$ cat src/rtl/mul_pkg.sv
package mul_pkg;
  // 4:2 compressors chained in each column; one full adder closes the column
  function automatic int cmp_per_col(input int n);
    return (n - 1) / 2;
  endfunction

  // link bits between adjacent stages: plain carries, compressor carry-outs, tail carry
  function automatic int link_width(input int n);
    return 2 * ((n - 1) / 2) + 1;
  endfunction

  // new-bit slots a column can absorb
  function automatic int slot_width(input int n);
    return 3 * ((n - 1) / 2) + 3;
  endfunction
endpackage

$ cat src/rtl/fa_cell.sv
module fa_cell (
  input  logic a_i,
  input  logic b_i,
  input  logic c_i,
  output logic s_o,
  output logic co_o
);
  assign s_o  = a_i ^ b_i ^ c_i;
  assign co_o = (a_i & b_i) | (a_i & c_i) | (b_i & c_i);
endmodule

$ cat src/rtl/comp42_cell.sv
module comp42_cell (
  input  logic x1_i,
  input  logic x2_i,
  input  logic x3_i,
  input  logic x4_i,
  input  logic cin_i,
  output logic s_o,
  output logic c_o,
  output logic cout_o
);
  logic mid;

  // cout_o depends only on x1..x3, so no ripple within a column
  fa_cell u_upper (
    .a_i (x1_i),
    .b_i (x2_i),
    .c_i (x3_i),
    .s_o (mid),
    .co_o(cout_o)
  );

  fa_cell u_lower (
    .a_i (mid),
    .b_i (x4_i),
    .c_i (cin_i),
    .s_o (s_o),
    .co_o(c_o)
  );
endmodule

$ cat src/rtl/pp_gen.sv
module pp_gen #(
  parameter int N = 5
) (
  input  logic [N-1:0]   a_i,
  input  logic [N-1:0]   b_i,
  output logic [N*N-1:0] pp_o
);
  // pp_o[i*N+j] = a_i[i] & b_i[j], weight i+j
  for (genvar i = 0; i < N; i++) begin : g_row
    for (genvar j = 0; j < N; j++) begin : g_col
      assign pp_o[i*N+j] = a_i[i] & b_i[j];
    end
  end
endmodule

$ cat src/rtl/col_stage.sv
module col_stage #(
  parameter int N = 5
) (
  input  logic [N-1:0]                     col_i,
  input  logic [mul_pkg::link_width(N)-1:0] link_i,
  output logic                             sum_o,
  output logic [mul_pkg::link_width(N)-1:0] link_o
);
  localparam int J   = mul_pkg::cmp_per_col(N);
  localparam int LW  = mul_pkg::link_width(N);
  localparam int NBW = mul_pkg::slot_width(N);
  localparam int USED = N + J + 1;

  // link layout: [J-1:0] plain carries, [2J-1:J] compressor carry-outs, [2J] tail carry
  logic [NBW-1:0] nb;
  logic [J-1:0]   s_w, c_w, co_w;
  logic           tail_co;

  assign nb = NBW'({link_i[2*J], link_i[J-1:0], col_i});

  for (genvar j = 0; j < J; j++) begin : g_cmp
    if (j == 0) begin : g_head
      comp42_cell u_cmp (
        .x1_i  (nb[0]),
        .x2_i  (nb[1]),
        .x3_i  (nb[2]),
        .x4_i  (nb[3]),
        .cin_i (link_i[J+j]),
        .s_o   (s_w[j]),
        .c_o   (c_w[j]),
        .cout_o(co_w[j])
      );
    end else begin : g_body
      comp42_cell u_cmp (
        .x1_i  (s_w[j-1]),
        .x2_i  (nb[3*j+1]),
        .x3_i  (nb[3*j+2]),
        .x4_i  (nb[3*j+3]),
        .cin_i (link_i[J+j]),
        .s_o   (s_w[j]),
        .c_o   (c_w[j]),
        .cout_o(co_w[j])
      );
    end
  end

  fa_cell u_tail (
    .a_i (s_w[J-1]),
    .b_i (nb[3*J+1]),
    .c_i (nb[3*J+2]),
    .s_o (sum_o),
    .co_o(tail_co)
  );

  assign link_o = {tail_co, co_w, c_w};

  if (USED > NBW) begin : g_cap_err
    $error("col_stage: column capacity too small");
  end
  if (LW != 2*J+1) begin : g_lw_err
    $error("col_stage: link width mismatch");
  end
endmodule

$ cat src/rtl/cmp_array_mul.sv
module cmp_array_mul #(
  parameter int N          = 5,
  parameter int PIPE_AFTER = 5
) (
  input  logic           clk_i,
  input  logic           rst_ni,
  input  logic           valid_i,
  input  logic [N-1:0]   a_i,
  input  logic [N-1:0]   b_i,
  output logic           valid_o,
  output logic [2*N:0]   prod_o
);
  localparam int  NS    = 2*N - 1;
  localparam int  LW    = mul_pkg::link_width(N);
  localparam bit  PIPED = (PIPE_AFTER >= 0);

  logic [N*N-1:0] pp_d;
  logic [LW-1:0]  link_out [NS];
  logic [NS-1:0]  sum_w;

  pp_gen #(.N(N)) u_ppg (
    .a_i (a_i),
    .b_i (b_i),
    .pp_o(pp_d)
  );

  for (genvar k = 0; k < NS; k++) begin : g_stage
    logic [N-1:0]  col_d, col_use;
    logic [LW-1:0] lin;
    logic          sum_d;

    // column k: terms a[i]&b[k-i]
    for (genvar i = 0; i < N; i++) begin : g_gather
      if ((k - i) >= 0 && (k - i) < N) begin : g_hit
        assign col_d[i] = pp_d[i*N + (k-i)];
      end else begin : g_pad
        assign col_d[i] = 1'b0;
      end
    end

    if (PIPED && k > PIPE_AFTER) begin : g_col_reg
      logic [N-1:0] col_q;
      always_ff @(posedge clk_i or negedge rst_ni) begin
        if (!rst_ni) col_q <= '0;
        else         col_q <= col_d;
      end
      assign col_use = col_q;
    end else begin : g_col_thru
      assign col_use = col_d;
    end

    if (k == 0) begin : g_first
      assign lin = '0;
    end else if (PIPED && k == PIPE_AFTER + 1) begin : g_link_reg
      logic [LW-1:0] link_q;
      always_ff @(posedge clk_i or negedge rst_ni) begin
        if (!rst_ni) link_q <= '0;
        else         link_q <= link_out[k-1];
      end
      assign lin = link_q;
    end else begin : g_link_thru
      assign lin = link_out[k-1];
    end

    col_stage #(.N(N)) u_col (
      .col_i (col_use),
      .link_i(lin),
      .sum_o (sum_d),
      .link_o(link_out[k])
    );

    if (PIPED && k <= PIPE_AFTER) begin : g_sum_reg
      logic sum_q;
      always_ff @(posedge clk_i or negedge rst_ni) begin
        if (!rst_ni) sum_q <= 1'b0;
        else         sum_q <= sum_d;
      end
      assign sum_w[k] = sum_q;
    end else begin : g_sum_thru
      assign sum_w[k] = sum_d;
    end
  end

  if (PIPED) begin : g_vld_reg
    logic valid_q;
    always_ff @(posedge clk_i or negedge rst_ni) begin
      if (!rst_ni) valid_q <= 1'b0;
      else         valid_q <= valid_i;
    end
    assign valid_o = valid_q;
  end else begin : g_vld_thru
    assign valid_o = valid_i;
  end

  // leftover carries of the last column hold at most one set bit
  assign prod_o = {1'b0, ^link_out[NS-1], sum_w};

  if (N < 3 || PIPE_AFTER < -1 || PIPE_AFTER > NS - 2) begin : g_param_err
    $error("cmp_array_mul: unsupported N or PIPE_AFTER");
  end
endmodule

$ cat config.mk
export PLATFORM = sky130hd
export DESIGN_NAME = cmp_array_mul
export DESIGN_NICKNAME = d
export VERILOG_FILES = /design/src/rtl/mul_pkg.sv /design/src/rtl/fa_cell.sv /design/src/rtl/comp42_cell.sv /design/src/rtl/pp_gen.sv /design/src/rtl/col_stage.sv /design/src/rtl/cmp_array_mul.sv
export SDC_FILE = /design/constraint.sdc
export NUM_CORES = 1
export LEC_CHECK = 0
export BUFFER_PORTS_ARGS = -buffer_cell sky130_fd_sc_hd__buf_2
export CAP_MARGIN = 25
export CORE_AREA = 2 2 50 52
export CTS_BUF_LIST = sky130_fd_sc_hd__clkbuf_8
export DETAILED_ROUTE_END_ITERATION = 7
export DIE_AREA = 0 0 52 54
export PLACE_DENSITY = 0.81
export SYNTH_ARGS = -nofsm -noshare
export SYNTH_HDL_FRONTEND = slang
export SYNTH_SLANG_ARGS = --single-unit
$ cat constraint.sdc
create_clock -name clk_i -period 7.69 [get_ports clk_i]
set_input_delay 1.1535 -clock clk_i [delete_from_list [all_inputs] [get_ports clk_i]]
set_output_delay 1.1535 -clock clk_i [all_outputs]
set_load 0.1 [all_outputs]
==> run metrics <==
first drt pass iteration count 2; Fin Setup TNS 0 ns; fin nets 144; DR vias slightly above 600; CTS Root Cell clkbuf_8; CP required roughly 6.5 ns; chip height 54 um; Mapped Cells 94; Synth Net Count between 100 and 150; die area roughly 2800 um^2; CTS tree yes; worst stage delay on the critical path 0.54 ns; compound-gate portion of the synthesized area 0; synth top area cells dfrtp_1 39%, fa_1 28%, and2_1 9.2%; input/output buffers 23; Setup crit start g_stage[6].g_link_reg.link_q[2]; DP HPWL about 1300 um; Worst VDD drop 0.1911 mV; final hold vios 0; antenna cells 0; fin crit share 0.5762; fmax 225.7 MHz; worst min path class input pin to async pin; most frequent cell after synthesis inv_1; DRT antenna net count 0; DRT iter0 DRCs 8; GRT Overall Usage 0.1342; critical-path maximum fanout 1; cell accounting for the most synthesized area dfrtp_1; vias in the first global route 616; Final Critical Period 4.431 ns; critical path's top delay family adder cells; simple-gate share of the synthesized area 0.1236; Critical Path AT 3.28 ns; LEAKAGE 0.0006659 uW; Core ar. between 2000 and 2500 um^2; top_reg_cell synth dfrtp_1; startpoint types flip-flop; clock-pin transition on the worst setup and hold timing paths 0.07 ns; final WL 1534 um; synthesized flop and latch total 17; Slew Limit Fails 0; critical path depth 8; row cnt 18; vias per inst 4.343; pwr dens 292.7 nW/um^2; Worst path slowest cell fa_1; most instantiated cells after synthesis 20 x inv_1, 17 x dfrtp_1, 16 x and2_1; FFs w/ async S/R, synth 1.000; first-pass GRT wire length ~2600 um; effective utilization at floorplan 0.4671; Residual DRC 0; largest family of logic cells by synthesized area adder cells; Pwr Total between 300 and 400 uW; initial antenna violation count 0; Layout area overhead 10.74%; CTS max path bufs 2; Post-Synth XOR/XNOR Area 0; Clock Sinks 17; worst hold slack 0.8010 ns; hold_buf cts 0; Synth top area share 0.3926; final setup violation count 0; Yosys Warn Count 0; TritonCTS Buffers 3; average wire per standard cell 10.96 um; Synth cell types 8; share of cells above drive strength 1 0.2455; max-cap violation count 0; Mean Syn Cell Area 11.53 um^2; num ports 25; Buf/Inv on CP 3; status completed; post-CTS setup buffers 0; pin count of the biggest net entering global routing 18; Post-CTS Resized 0; die width 52 um; Post-synth EDFFs 0; H-tree levels 1; Remaining Overflow, GRT 0; endpoint type of the worst setup path output port; RSZ-0062 raised after global routing false; Post-Synth Adder-Cell Area 0.3349; Synth Cell Area 1084 um^2; multiplexer share of the synthesized area 0; worst setup path end prod_o[8]; sequential share of the synthesized area 0.3926; crit-path most repeated cell fa_1; GPL Wtd Cong approximately 0.76; critical-path cell list fa_1, inv_1, fa_1, fa_1, inv_1, fa_1, fa_1, buf_2; crit path kind flip-flop to output port
-- flip-flops by register name (all words and copies together) (netlist names) --
register	count
g_stage.col_use	6
valid_o	1
g_stage.g_link_reg.link_q	4
g_stage.g_sum_reg.sum_q	6
-- cells in the final DEF (no fill, tap or decap), drive strengths merged --
cell type,count
buf,23
dfrtp,17
clkbuf,3
fa,15
conb,1
clkinv,1
and2,16
inv,20
nand2,9
ha,5
-- cell type report --
cell class	count	area, um^2
sequential	17	425.4
clock buffer	3	41.29
fill	217	1120
multi-input combinational	46	500.5
inverter	20	75.07
timing repair buffer	23	115.1
clock inverter	1	5.005
tap	30	37.54
-- worst min-delay path by stage --
stage            from                              end  slack, ns  cells after the start
2_1_floorplan  rst_ni       g_stage[0].g_sum_reg.sum_q       0.86                      0
3_3_place_gp   rst_ni  g_stage[6].g_link_reg.link_q[3]       1.08                      1
3_5_place_dp   rst_ni            g_stage[7].col_use[3]       1.09                      1
4_1_cts        rst_ni            g_stage[6].col_use[4]       0.82                      1
5_1_grt        rst_ni  g_stage[6].g_link_reg.link_q[3]       0.83                      1
6_report       rst_ni  g_stage[6].g_link_reg.link_q[3]       0.80                      1
-- kinds of logic after synthesis --
logic type	count (synthesis)
adder cells (fa/ha/maj)	20
AND/OR/NAND/NOR	25
buffers and inverters	31
flip-flops	17
other	1
-- report_power, final --
part | internal [uW] | leakage [uW] | total, uW | switching [uW]
logic | 29.5 | 0.000426 | 182 | 152
registers | 101 | 0.000215 | 104 | 2.93
clock network | 35.9 | 0.0000255 | 65.2 | 29.3
-- metrics by stage --
stage / area, um^2 / utilization / cells / worst slack, ns
after CTS: 1200 / 0.5173 / 140 / 3.232
final: 1200 / 0.5173 / 140 / 3.259
after floorplan: 1084 / - / 94 / 3.696
after detailed placement: 1154 / 0.4973 / 136 / 3.507
after global placement: 1154 / 0.4973 / 136 / 3.548
after global routing: 1200 / 0.5173 / 140 / 3.177
-- layer usage --
| metal | global-route usage | vias to the layer above | part of all wire |
|---|---|---|---|
| met5 | 0 | - | 0 |
| met4 | 0.06579 | 0 | 0.028 |
| met3 | 0.03611 | 4 | 0.040 |
| met2 | 0.2342 | 17 | 0.54 |
| met1 | 0.1522 | 302 | 0.39 |
| li1 | - | 285 | - |
No activity file was read; power rests on OpenSTA's default activity.
